### config.mk
export PLATFORM = sky130hd
export DESIGN_NAME = guarded_update_combiner
export DESIGN_NICKNAME = d
export VERILOG_FILES = /design/src/rtl/guc_pkg.sv /design/src/rtl/guc_priority_sched.sv /design/src/rtl/guc_merge.sv /design/src/rtl/guc_state_reg.sv /design/src/rtl/guarded_update_combiner.sv
export SDC_FILE = /design/constraint.sdc
export NUM_CORES = 1
export LEC_CHECK = 0
export BUFFER_PORTS_ARGS = -buffer_cell sky130_fd_sc_hd__buf_2
export CORE_MARGIN = 4
export CORE_UTILIZATION = 36
export DETAILED_ROUTE_END_ITERATION = 16
export GPL_ROUTABILITY_DRIVEN = 0
export GPL_TIMING_DRIVEN = 0
export PLACE_DENSITY_LB_ADDON = 0.25
export SETUP_SLACK_MARGIN = 0.05
export SLEW_MARGIN = 15
export SYNTH_ARGS = -nofsm -noshare
export SYNTH_HDL_FRONTEND = slang
export SYNTH_SLANG_ARGS = --single-unit
### constraint.sdc
create_clock -name clk -period 1.06 [get_ports clk]
set_input_delay 0.212 -clock clk [delete_from_list [all_inputs] [get_ports clk]]
set_output_delay 0.212 -clock clk [all_outputs]
set_load 0.05 [all_outputs]
### src/rtl/guc_pkg.sv
package guc_pkg;
  localparam int GUC_RULES_DEFAULT = 4;
  localparam int GUC_WIDTH_DEFAULT = 8;
endpackage

### src/rtl/guc_priority_sched.sv
module guc_priority_sched #(
  parameter int NUM_RULES = guc_pkg::GUC_RULES_DEFAULT
) (
  input  logic [NUM_RULES-1:0] guard,
  output logic [NUM_RULES-1:0] fire
);
  // seen[i] is high when some rule below index i has a true guard
  logic [NUM_RULES:0] seen;
  assign seen[0] = 1'b0;

  for (genvar i = 0; i < NUM_RULES; i++) begin : g_chain
    assign seen[i+1] = seen[i] | guard[i];
    assign fire[i]   = guard[i] & ~seen[i];
  end
endmodule

### src/rtl/guc_merge.sv
module guc_merge #(
  parameter int NUM_RULES = guc_pkg::GUC_RULES_DEFAULT,
  parameter int DATA_W    = guc_pkg::GUC_WIDTH_DEFAULT
) (
  input  logic [NUM_RULES-1:0]        fire,
  input  logic [NUM_RULES*DATA_W-1:0] data,
  output logic                        wr_en,
  output logic [DATA_W-1:0]           next_val
);
  logic [DATA_W-1:0] gated [NUM_RULES];

  for (genvar i = 0; i < NUM_RULES; i++) begin : g_gate
    assign gated[i] = data[i*DATA_W +: DATA_W] & {DATA_W{fire[i]}};
  end

  always_comb begin
    next_val = '0;
    for (int i = 0; i < NUM_RULES; i++) begin
      next_val = next_val | gated[i];
    end
  end

  assign wr_en = |fire;
endmodule

### src/rtl/guc_state_reg.sv
module guc_state_reg #(
  parameter int DATA_W = guc_pkg::GUC_WIDTH_DEFAULT
) (
  input  logic              clk,
  input  logic              rst_n,
  input  logic              en,
  input  logic [DATA_W-1:0] d,
  output logic [DATA_W-1:0] q
);
  always_ff @(posedge clk or negedge rst_n) begin
    if (!rst_n)  q <= '0;
    else if (en) q <= d;
  end
endmodule

### src/rtl/guarded_update_combiner.sv
module guarded_update_combiner #(
  parameter int NUM_RULES = guc_pkg::GUC_RULES_DEFAULT,
  parameter int DATA_W    = guc_pkg::GUC_WIDTH_DEFAULT
) (
  input  logic                        clk,
  input  logic                        rst_n,
  input  logic [NUM_RULES-1:0]        rule_guard,
  input  logic [NUM_RULES*DATA_W-1:0] rule_data,
  output logic [NUM_RULES-1:0]        fire,
  output logic [DATA_W-1:0]           reg_value
);
  logic              wr_en;
  logic [DATA_W-1:0] next_val;

  guc_priority_sched #(.NUM_RULES(NUM_RULES)) u_sched (
    .guard (rule_guard),
    .fire  (fire)
  );

  guc_merge #(.NUM_RULES(NUM_RULES), .DATA_W(DATA_W)) u_merge (
    .fire     (fire),
    .data     (rule_data),
    .wr_en    (wr_en),
    .next_val (next_val)
  );

  guc_state_reg #(.DATA_W(DATA_W)) u_reg (
    .clk   (clk),
    .rst_n (rst_n),
    .en    (wr_en),
    .d     (next_val),
    .q     (reg_value)
  );
endmodule

==> After elaboration in Yosys (flattened, before gate mapping) <==
Cells that the tools add are included.
{ "op_classes": {"bitwise": 15, "reduce_logical": 1} }
{ "op_table": {"columns": ["operator", "n"], "rows": [
  ["AND 8 bit", 4],
  ["bitwise OR 8 bit", 3],
  ["OR reduction 4 bit", 1],
  ["AND 1 bit", 3],
  ["NOT 1 bit", 3],
  ["bitwise OR 1 bit", 2]
]} }
{ "word_totals": {"ff_bits": 8, "input_bits": 38, "out_inout_bits": 12} }

==> Longest topological paths before layout <==
Gate-level depths: netlist (run 1).
{ "depth": {"word_depth": 6, "mapped_depth": 5, "mapped_depth_nobuf": 3} }

==> Modules after synthesis <==
From an unflattened synthesis (run 1), not the netlist that was laid out.
{ "hier_totals": {"hier_cells": 50, "area_unflattened_um2": 554.3} }
{ "by_module_without_submodules": {"columns": ["module", "n_inst", "cells_per_inst", "area_each_um2", "seq_area_each_um2"], "rows": [
  ["guc_state_reg", 1, 17, 331.6, 200.2],
  ["guc_merge", 1, 29, 186.4, 0.0],
  ["guc_priority_sched", 1, 4, 36.3, 0.0]
]} }

==> Worst setup path after synthesis (run 1) <==
No wires, ideal clock.
{ "synth_timing": {"kind": "input to output", "startpoint": "input port rule_guard[1]", "endpoint": "output port fire[3]", "t_arrival_ns": 2.202, "required_time_ns": 0.848, "path_slack_ns": -1.354, "cell_stages": 3, "cell_sequence": "buf_2 buf_1 nor4b_1"} }
{ "synth_via": {"elab_chain_len": 4} }
{ "synth_rtl": {"columns": ["element", "line", "text"], "rows": [
  ["start: declaration", "guarded_update_combiner.sv:7", "input logic [NUM_RULES-1:0] rule_guard,"],
  ["bitwise OR 1 bit (2 in series)", "guc_priority_sched.sv:12", "assign seen[i+1] = seen[i] | guard[i];"],
  ["NOT 1 bit", "guc_priority_sched.sv:13", "assign fire[i] = guard[i] & ~seen[i];"],
  ["AND 1 bit", "guc_priority_sched.sv:13", null],
  ["end: declaration", "guarded_update_combiner.sv:9", "output logic [NUM_RULES-1:0] fire,"]
]} }
No other way between the ends.

==> Worst setup path in the final report (run 1) <==
{ "layout_timing": {"startpoint": "input port rule_guard[2]", "endpoint": "register u_reg.q[7]"} }
{ "layout_via": {"elab_chain_len": 5} }
{ "layout_rtl": {"columns": ["element", "line", "text"], "rows": [
  ["bitwise OR 1 bit", "guc_priority_sched.sv:12", null],
  ["NOT 1 bit", "guc_priority_sched.sv:13", null],
  ["AND 1 bit", "guc_priority_sched.sv:13", null],
  ["AND 8 bit", "guc_merge.sv:13", "assign gated[i] = data[i*DATA_W +: DATA_W] & {DATA_W{fire[i]}};"],
  ["bitwise OR 8 bit", "guc_merge.sv:19", "next_val = next_val | gated[i];"],
  ["end signal: assignment", "guc_state_reg.sv:11", "if (!rst_n) q <= '0;"],
  ["end signal: assignment", "guc_state_reg.sv:12", "else if (en) q <= d;"],
  ["end: declaration", "guc_state_reg.sv:8", "output logic [DATA_W-1:0] q"]
]} }
Parallel ways exist; a longest one is shown, timed or not.
A chain may end at the register's enable or synchronous reset.

==> results of run 1 <==
==> cell families (layout without fill, tap and decap cells) <==
| kind of cell | after synthesis | count (layout) | share of synthesized area |
|---|---|---|---|
| buf+inv | 8 | 83 | 0.0791 |
| compound gates | 24 | 24 | 0.292 |
| simple gates | 28 | 28 | 0.277 |
| flops | 8 | 8 | 0.352 |
==> worst max-delay path by stage <==
stage,start,endpoint,slack (ps),cells past startpoint
detailed placement,rule_guard[2],u_reg.q[6],-400,5
finish,rule_guard[2],u_reg.q[7],-140,5
global placement,rule_guard[0],fire[3],-370,4
global route,rule_guard[1],fire[3],-150,5
CTS,rule_guard[1],fire[3],-110,5
floorplan,rule_guard[1],u_reg.q[6],-290,4
==> timing repair <==
item / CTS / global route
gates cloned: 1 / 0
endpoints found under the setup margin: 19 / 19
gates resized for setup: 56 / 11
buffers inserted: 16 / 5
hold buffers: 1 / 0
pin swaps: 9 / 5
endpoints found under the hold margin: 8 / 0
==> critical path, cell delays in order <==
cell,delay [ps]
buf_6,100
or4_4,530
buf_6,150
buf_16,130
a31oi_1,250
==> area by class of cell <==
type | instances | area, µm²
clock buffers | 3 | 22.5
fillers | 54 | 126
multi-input cells | 52 | 488
inverters | 1 | 3.75
flip-flops and latches | 8 | 200
plain buffers | 7 | 97.6
repair buffers | 72 | 548
well taps | 16 | 20.0
==> cell usage after synthesis (3+ instances only) <==
cell type | number | area share
dfrtp_1 | 8 | 0.35
nor2_1 | 7 | 0.046
a31oi_1 | 7 | 0.077
a21o_1 | 8 | 0.11
nand2_1 | 8 | 0.053
buf_2 | 3 | 0.026
nor3b_1 | 8 | 0.11
o22ai_1 | 8 | 0.088
==> per-layer routing <==
layer | track usage | vias up
met3 | 0.0451 | 19
met4 | 0.215 | 0
met1 | 0.292 | 428
met2 | 0.464 | 64
met5 | 0 | -
li1 | - | 402
==> per-stage QoR <==
step / setup WS [ps] / power, µW / hold WS (ps)
final: -145 / 1290 / 214
after floorplan: -290 / 631 / -83.6
after global routing: -146 / 1330 / 220
after CTS: -108 / 1190 / 196
after detailed placement: -397 / 776 / 61.3
after global placement: -370 / 765 / 58.4
==> power breakdown <==
part	switching [µW]	leakage (µW)	internal [µW]
logic	347	0.000558	321
registers	26.1	0.0000912	339
clock network	122	0.0000138	131
==> summary.md, run 1 <==
| Metric | Value |
|---|---|
| Total core area | 0.00151 mm² |
| Setup violations, final | 11 |
| Post-Syn Nets | 106 |
| Min Tclk post-route | 1200 ps |
| Via count | 913 |
| Most frequent cells in the layout | buf_2, buf_4, buf_6 |
| Worst Path Arrival | 1370 ps |
| CTS tree | built |
| Sequential cell area fraction in the yosys report | 0.352 |
| DR vias/cell | 5.74 |
| Top_reg_cell synth | dfrtp_1 |
| Nets | 183 |
| Met3 WL | 290 µm |
| Largest register FFs | 8 |
| Htree depth | 1 |
| Antenna violations before repair | 0 |
| RSZ-0062 raised after global routing | true |
| Final hold vios | 0 |
| Regs by FF count | u_reg.q x8 |
| Antenna diodes | 0 |
| Die Y | 47.8 µm |
| Final instance area | 0.00138 mm² |
| Max-slew violation count | 0 |
| CTS buffer count | 3 |
| Initial core utilization | 0.378 |
| Row count | 14 |
| Met2 WL post-DR | 1670 µm |
| Final worst slack | -145 ps |
| CP Capture Type | flip-flop |
| CTS root buf | clkbuf_4 |
| Post-Syn Area | 569 µm² |
| Max cap viols | 0 |
| Status | complete, but fails checks |
| Die ar. | 0.00228 mm² |
| Largest net degree at the start of global routing | 11 |
| HPWL Detailed | 1540 µm |
| Placed Cells | 133 |
| Gr usage total | 0.272 |
| P&R area growth vs syn | 142% |
| Reg2reg setup slack | 100 ps |
| Period utilisation layout | 1.14 |
| Yosys warns | 0 |
| Yosys reg bits | 8 |
| Failing checks | setup timing |
| Worst vdd ir | 441 µV |
| Post-synth EDFFs | 0 |
| Yosys cell types | 19 |
| Total Wirelength | 3220 µm |
| Ports | 50 |
| Via count of the first global-routing pass | 939 |
| Die W | 47.8 µm |
| Util after Layout | 0.916 |
| Hold Path Depth | 3 |
| IO buf count | 49 |
| Drt pass-1 iters | 4 |
| Clock sink total | 8 |
| Total placed instance area | 892 µm² |
| Max FO, Critical Path | 5 |
| Remaining antenna violation count after routing | 0 |
| PwrDens | 931 mW/mm² |
| WL met1 | 1040 µm |
| 1st-iter DRT viols | 21 |
| CP required | 1220 ps |
| Syn Inst Count | 68 |
| Reg-to-reg startpoint | u_reg.q[7] |
| Share of layout cells above drive strength 1 | 0.741 |
| Syn_area_per_cell | 8.37 µm² |
| Worst R2R Path Depth | 4 |
| Worst Setup Path Type | primary input to flip-flop |
| Most common cell after layout, fill and taps aside | buf_2 |
| Hold Path End | u_reg.q[3] |
| First-pass GRT wire length | 4140 µm |
| Top reg by flops | u_reg.q |
| Wire length per cell | 20.3 µm |
| # DRC | 0 |
| P_leak | 0.000663 µW |
| CP Launch Type | primary input |
| Clock latency on the worst-skew pair | 270 ps |
| Clk pin slew, worst setup/hold paths | 60 ps |
| Highest metal used | met4 |
| Total grt overflow | 0 |
| FF-to-FF End | u_reg.q[7] |
| Fmax | 0.830 GHz |
| Worst hold path startpoint | rule_data[19] |
| Worst Skew | 0 ps |
| Rel. slew slack | 0.795 |
| FFs w/ async S/R, synth | 1.00 |
| Worst slew pin tran | 307 ps |
| Longest Clk Path Bufs | 2 |
| Worst Hold Class | primary input to flip-flop |
| Fin cells | 159 |
| Setup TNS | -844 ps |
No activity file was read; power rests on OpenSTA's default activity.
==> inputs of run 2 (changes only) <==
CORE_UTILIZATION = 33   (was 36)
clock period = 0.95 ns   (was 1.06 ns; I/O delays follow)
==> run 2 against run 1 <==
Critical path depth grew 1. Critical endpoint is now u_reg.q[6]. Die area grew 7.5%. Routed wire length down 13%. Utilization decreased by 4.9 points. Total power up 9.0%. Clock skew unchanged. Flip-flop and latch count is the same. Sequential share of layout area increased by 0.30 points. Sequential power increased by 12%. The flow still finishes with violations (setup timing). Register-to-register slack got worse by 90 ps. Hold slack worse by 29 ps.
==> summary.md, run 2 (synthesis results as in run 1) <==
| Metric | Value |
|---|---|
| Final instance area | 0.00135 mm² (-2.0%) |
| Setup TNS | -2070 ps (-1220 ps) |
| Rel. slew slack | 0.820 (+0.0250) |
| Nets | 184 (+0.55%) |
| Die W | 49.5 µm (+3.7%) |
| Ports | 50 (unchanged) |
| Min Tclk post-route | 1150 ps |
| Share of layout cells above drive strength 1 | 0.708 (-0.0329) |
| # DRC | 0 (unchanged) |
| P&R area growth vs syn | 138% |
| Setup violations, final | 19 (+8) |
| Final worst slack | -197 ps (-52.6 ps) |
| Status | complete, but fails checks |
| Top reg by flops | u_reg.q |
| P_leak | 0.000652 µW (-1.7%) |
| Worst Path Arrival | 1270 ps (-100 ps) |
| Row count | 14 (unchanged) |
| Htree depth | 1 (unchanged) |
| Max FO, Critical Path | 5 (unchanged) |
| Gr usage total | 0.199 (-0.0725) |
| Antenna violations before repair | 0 (unchanged) |
| Worst Hold Class | primary input to flip-flop |
| Worst vdd ir | 575 µV (+31%) |
| Initial core utilization | 0.365 (-0.0127) |
| Antenna diodes | 0 (unchanged) |
| Most common cell after layout, fill and taps aside | buf_2 |
| Final hold vios | 0 (unchanged) |
| Total grt overflow | 0 (unchanged) |
| Total Wirelength | 2820 µm (-13%) |
| Wire length per cell | 17.6 µm (-13%) |
| Via count of the first global-routing pass | 807 (-14%) |
| CP required | 1070 ps (-150 ps) |
| Worst Setup Path Type | primary input to flip-flop |
| 1st-iter DRT viols | 22 (+4.8%) |
| CTS root buf | clkbuf_4 |
| Worst Skew | 0 ps (unchanged) |
| RSZ-0062 raised after global routing | true |
| Die Y | 49.5 µm (+3.7%) |
| Max cap viols | 0 (unchanged) |
| PwrDens | 1040 mW/mm² (+11%) |
| Longest Clk Path Bufs | 2 (unchanged) |
| CP Capture Type | flip-flop |
| Worst slew pin tran | 270 ps (-37.4 ps) |
| Die ar. | 0.00245 mm² (+7.5%) |
| IO buf count | 49 (unchanged) |
| Failing checks | setup timing |
| DR vias/cell | 5.42 (-5.6%) |
| Most frequent cells in the layout | buf_2, buf_4, buf_6 |
| Total core area | 0.00156 mm² (+3.5%) |
| Regs by FF count | u_reg.q x8 |
| Clock latency on the worst-skew pair | 260 ps (about the same) |
| Reg2reg setup slack | 10 ps (-90 ps) |
| Clock sink total | 8 (unchanged) |
| Clk pin slew, worst setup/hold paths | 60 ps (about the same) |
| Via count | 867 (-5.0%) |
| Max-slew violation count | 0 (unchanged) |
| Fmax | 0.872 GHz |
| HPWL Detailed | 1470 µm (-4.4%) |
| Largest register FFs | 8 (unchanged) |
| CTS buffer count | 3 (unchanged) |
| CP Launch Type | primary input |
| Period utilisation layout | 1.21 |
| Remaining antenna violation count after routing | 0 (unchanged) |
| CTS tree | built |
| Largest net degree at the start of global routing | 11 (unchanged) |
| Drt pass-1 iters | 4 (unchanged) |
| First-pass GRT wire length | 3620 µm (-13%) |
| Total placed instance area | 893 µm² (+0.14%) |
run 2: cell count changes in the layout (fill, tap and decap cells not counted), sizes merged:
cell	change
buf	+1
run 2: what timing repair did:
action,4_1_cts,5_1_grt
setup endpoints to repair,19,19
hold buffers,1,0
cloned,1,0
setup buffers,18,4
resized for setup,45,16
pin swaps,8,5
hold endpoints to repair,8,0
run 2: worst paths after layout:
path / startpoint / end / cells past startpoint
worst max-delay path: rule_guard[2] / u_reg.q[6] / 6
worst min-delay path: rule_data[20] / u_reg.q[4] / 3
worst max register to register: u_reg.q[3] / u_reg.q[3] / 4
worst min register to register: u_reg.q[5] / u_reg.q[5] / 3
max in group asynchronous: rst_n / u_reg.q[7] / 2
min in group asynchronous: rst_n / u_reg.q[2] / 2
run 2: report_power, final:
group          switching, µW  internal (µW)
clock network            123            145
logic                    372            352
registers               30.5            378
total                    526            875
run 2: worst max-delay path: stages:
cell and delay (ps):
buf_6 100, or4_4 530, buf_8 160, buf_8 140
nor2_4 100, a31oi_4 40
run 2: routing by layer:
metal | wire length [µm] | track usage
met1 | 1030 | 0.198
met2 | 1560 | 0.390
met3 | 189 | 0.0271
met4 | 42 | 0.106
met5 | 0 | 0
run 2: cell type report:
cell class,instances,area [µm²]
well taps,16,20.0
fillers,82,206
clock buffers,3,22.5
flip-flops and latches,8,200
multi-input cells,52,462
repair buffers,73,547
inverters,1,3.75
plain buffers,7,97.6
run 2: through the flow:
| step | cells | hold slack (ps) | utilization | setup slack (ps) | total power, µW |
|---|---|---|---|---|---|
| floorplan | 68 | -106 | - | -378 | 705 |
| global placement | 133 | 35.6 | 0.573 | -445 | 855 |
| detailed placement | 133 | 40.8 | 0.573 | -470 | 865 |
| CTS | 156 | 179 | 0.800 | -175 | 1310 |
| global route | 160 | 213 | 0.868 | -208 | 1460 |
| finish | 160 | 185 | 0.868 | -197 | 1400 |
==> inputs of run 3 (changes only) <==
--- a/config.mk
+++ b/config.mk
@@ -9,3 +9,4 @@
 export CORE_MARGIN = 4
-export CORE_UTILIZATION = 33
+export CORE_UTILIZATION = 41
+export CTS_BUF_LIST = sky130_fd_sc_hd__clkbuf_4 sky130_fd_sc_hd__clkbuf_8
 export DETAILED_ROUTE_END_ITERATION = 16
==> constraint.sdc (replaced) <==
create_clock -name clk -period 1.4 [get_ports clk]
set_input_delay 0.21 -clock clk [delete_from_list [all_inputs] [get_ports clk]]
set_output_delay 0.21 -clock clk [all_outputs]
set_load 0.05 [all_outputs]
==> run 3 against run 2 <==
The flow now finishes without violations. Via count down 16%. Clock skew unchanged. Register-to-register slack better by 720 ps. Combinational power down 57%. First-iteration DRC count down 41%. Non-clock buffer count down 21. Clock power down 36%. Critical path depth down 1. Final cell count down 14%. Largest cell class is now multi-input combinational cells.
==> summary.md, run 3 (synthesis results as in run 1) <==
| Metric | Value |
|---|---|
| Status | finished clean |
| CP Launch Type | primary input |
| Max cap viols | 0 (unchanged) |
| Worst hold path startpoint | rule_data[20] |
| Worst Hold Class | primary input to flip-flop |
| Die W | 45.3 µm (-8.6%) |
| First-pass GRT wire length | 2670 µm (-26%) |
| Hold Path Depth | 3 (unchanged) |
| Max-slew violation count | 0 (unchanged) |
| P_leak | 0.000479 µW (-26%) |
| Hold Path End | u_reg.q[4] |
| Row count | 13 (-1) |
| PwrDens | 804 mW/mm² (-22%) |
| Reg2reg setup slack | 730 ps (+720 ps) |
| Wire length per cell | 12.6 µm (-28%) |
| FILL cells | 110 (+34%) |
| Reg-to-reg startpoint | u_reg.q[7] |
| Htree depth | 1 (unchanged) |
| CTS root buf | clkbuf_4 |
| Rel. slew slack | 0.782 (-0.0380) |
| Via count | 724 (-16%) |
| Worst Setup Path Type | primary input to output pin |
| IO buf count | 49 (unchanged) |
| Antenna violations before repair | 0 (unchanged) |
| Fmax | 0.770 GHz |
| Area taken by flip-flops and latches | 200 µm² (unchanged) |
| 1st-iter DRT viols | 13 (-41%) |
| Nets | 163 (-11%) |
| Worst R2R Path Depth | 2 (-2) |
| Die ar. | 0.00205 mm² (-17%) |
| Regs by FF count | u_reg.q x8 |
| CP Capture Type | output pin |
| Total grt overflow | 0 (unchanged) |
| Largest net degree at the start of global routing | 11 (unchanged) |
| Share of layout cells above drive strength 1 | 0.537 (-0.172) |
| Remaining antenna violation count after routing | 0 (unchanged) |
| Hold_ws | 208 ps (+23.1 ps) |
| Top reg by flops | u_reg.q |
| Final hold vios | 0 (unchanged) |
| Min Tclk post-route | 1300 ps |
| Longest Clk Path Bufs | 2 (unchanged) |
| Total core area | 0.00130 mm² (-17%) |
| Max FO, Critical Path | 10 (+5) |
| FF-to-FF End | u_reg.q[7] |
| Period utilisation layout | 0.927 |
| CTS buffer count | 3 (unchanged) |
| Initial core utilization | 0.438 (+0.0723) |
| RSZ-0062 raised after global routing | false |
| Via count of the first global-routing pass | 638 (-21%) |
| Worst Path Arrival | 1090 ps (-180 ps) |
| Worst slew pin tran | 327 ps (+56.9 ps) |
| Ports | 50 (unchanged) |
| CTS tree | built |
| Total Wirelength | 1750 µm (-38%) |
| Clock sink total | 8 (unchanged) |
| HPWL Detailed | 1400 µm (-5.1%) |
| Most common cell after layout, fill and taps aside | buf_2 |
| Clock latency on the worst-skew pair | 250 ps (about the same) |
| # DRC | 0 (unchanged) |
| CP required | 1190 ps (+120 ps) |
| Antenna diodes | 0 (unchanged) |
| Gr usage total | 0.180 (-0.0189) |
| Drt pass-1 iters | 4 (unchanged) |
| Worst Skew | 0 ps (unchanged) |
| Largest register FFs | 8 (unchanged) |
| Die Y | 45.3 µm (-8.6%) |
| Worst vdd ir | 356 µV (-38%) |
| Setup TNS | 0 ps (+2070 ps) |
| Setup violations, final | 0 (-19) |
| DR vias/cell | 5.25 (-3.2%) |
| P&R area growth vs syn | 64.4% |
| Clk pin slew, worst setup/hold paths | 60 ps (about the same) |
| Area of the multi-input gates | 353 µm² (-24%) |
[run 3: cell types whose count changed in the layout (fill, tap and decap cells not counted), moves of 3 or more]
cell | before | now
buf_4 | 21 | 5
buf_6 | 16 | 2
buf_2 | 35 | 48
nor2_1 | 0 | 7
nor2_4 | 6 | 0
buf_8 | 4 | 1
nor3b_1 | 5 | 8
nor3b_2 | 3 | 0
[run 3: critical path: stages]
cell and delay (ps):
buf_2 110, buf_8 130, buf_2 180, nor4b_4 210
buf_4 230
[run 3: what timing repair did]
action | 4_1_cts | 5_1_grt
buffers inserted | 0 | 2
hold endpoints to repair | 8 | 0
gates resized for setup | 4 | 1
cloned | 0 | 0
endpoints found under the setup margin | 3 | 2
hold buffers | 1 | 0
[run 3: metal layers]
| metal | GRT usage | vias up | part of all wire |
|---|---|---|---|
| met5 | 0 | - | 0 |
| met3 | 0.0279 | 2 | 0.10 |
| met1 | 0.213 | 327 | 0.42 |
| li1 | - | 361 | - |
| met4 | 0.105 | 0 | 0.014 |
| met2 | 0.305 | 34 | 0.47 |
[run 3: where the power goes]
group / switching (µW) / leakage (µW) / total, µW / internal, µW
Combinational: 194 / 0.000374 / 312 / 118
Sequential: 12.8 / 0.0000912 / 269 / 257
Clock: 73.5 / 0.0000138 / 171 / 97.8
[run 3: final cells by class]
cell class                      count  share of cell area
Inverter                            1             0.00401
Buffer                              7              0.0642
Sequential cell                     8               0.214
Multi-Input combinational cell     52               0.377
Timing Repair Buffer               52               0.297
Clock buffer                        3              0.0241
Tap cell                           15              0.0201
[run 3: how the worst max path moves through the flow]
stage             startpoint  slack, ps  cells after the start  endpoint
2_1_floorplan  rule_guard[1]         30                      3   fire[3]
3_3_place_gp   rule_guard[1]       -120                      5   fire[1]
3_5_place_dp   rule_guard[1]       -130                      5   fire[1]
4_1_cts        rule_guard[1]         90                      4   fire[2]
5_1_grt        rule_guard[1]         50                      5   fire[3]
6_report       rule_guard[1]        100                      5   fire[3]
[run 3: metrics by stage]
step | area, µm² | total power, µW | instances | setup slack [ps] | util
floorplan | 614 | 474 | 68 | 26.4 | -
global placement | 878 | 573 | 132 | -121 | 0.675
detailed placement | 878 | 579 | 132 | -130 | 0.675
CTS | 918 | 756 | 136 | 90.9 | 0.706
global route | 936 | 798 | 138 | 52.6 | 0.719
finish | 936 | 752 | 138 | 102 | 0.719
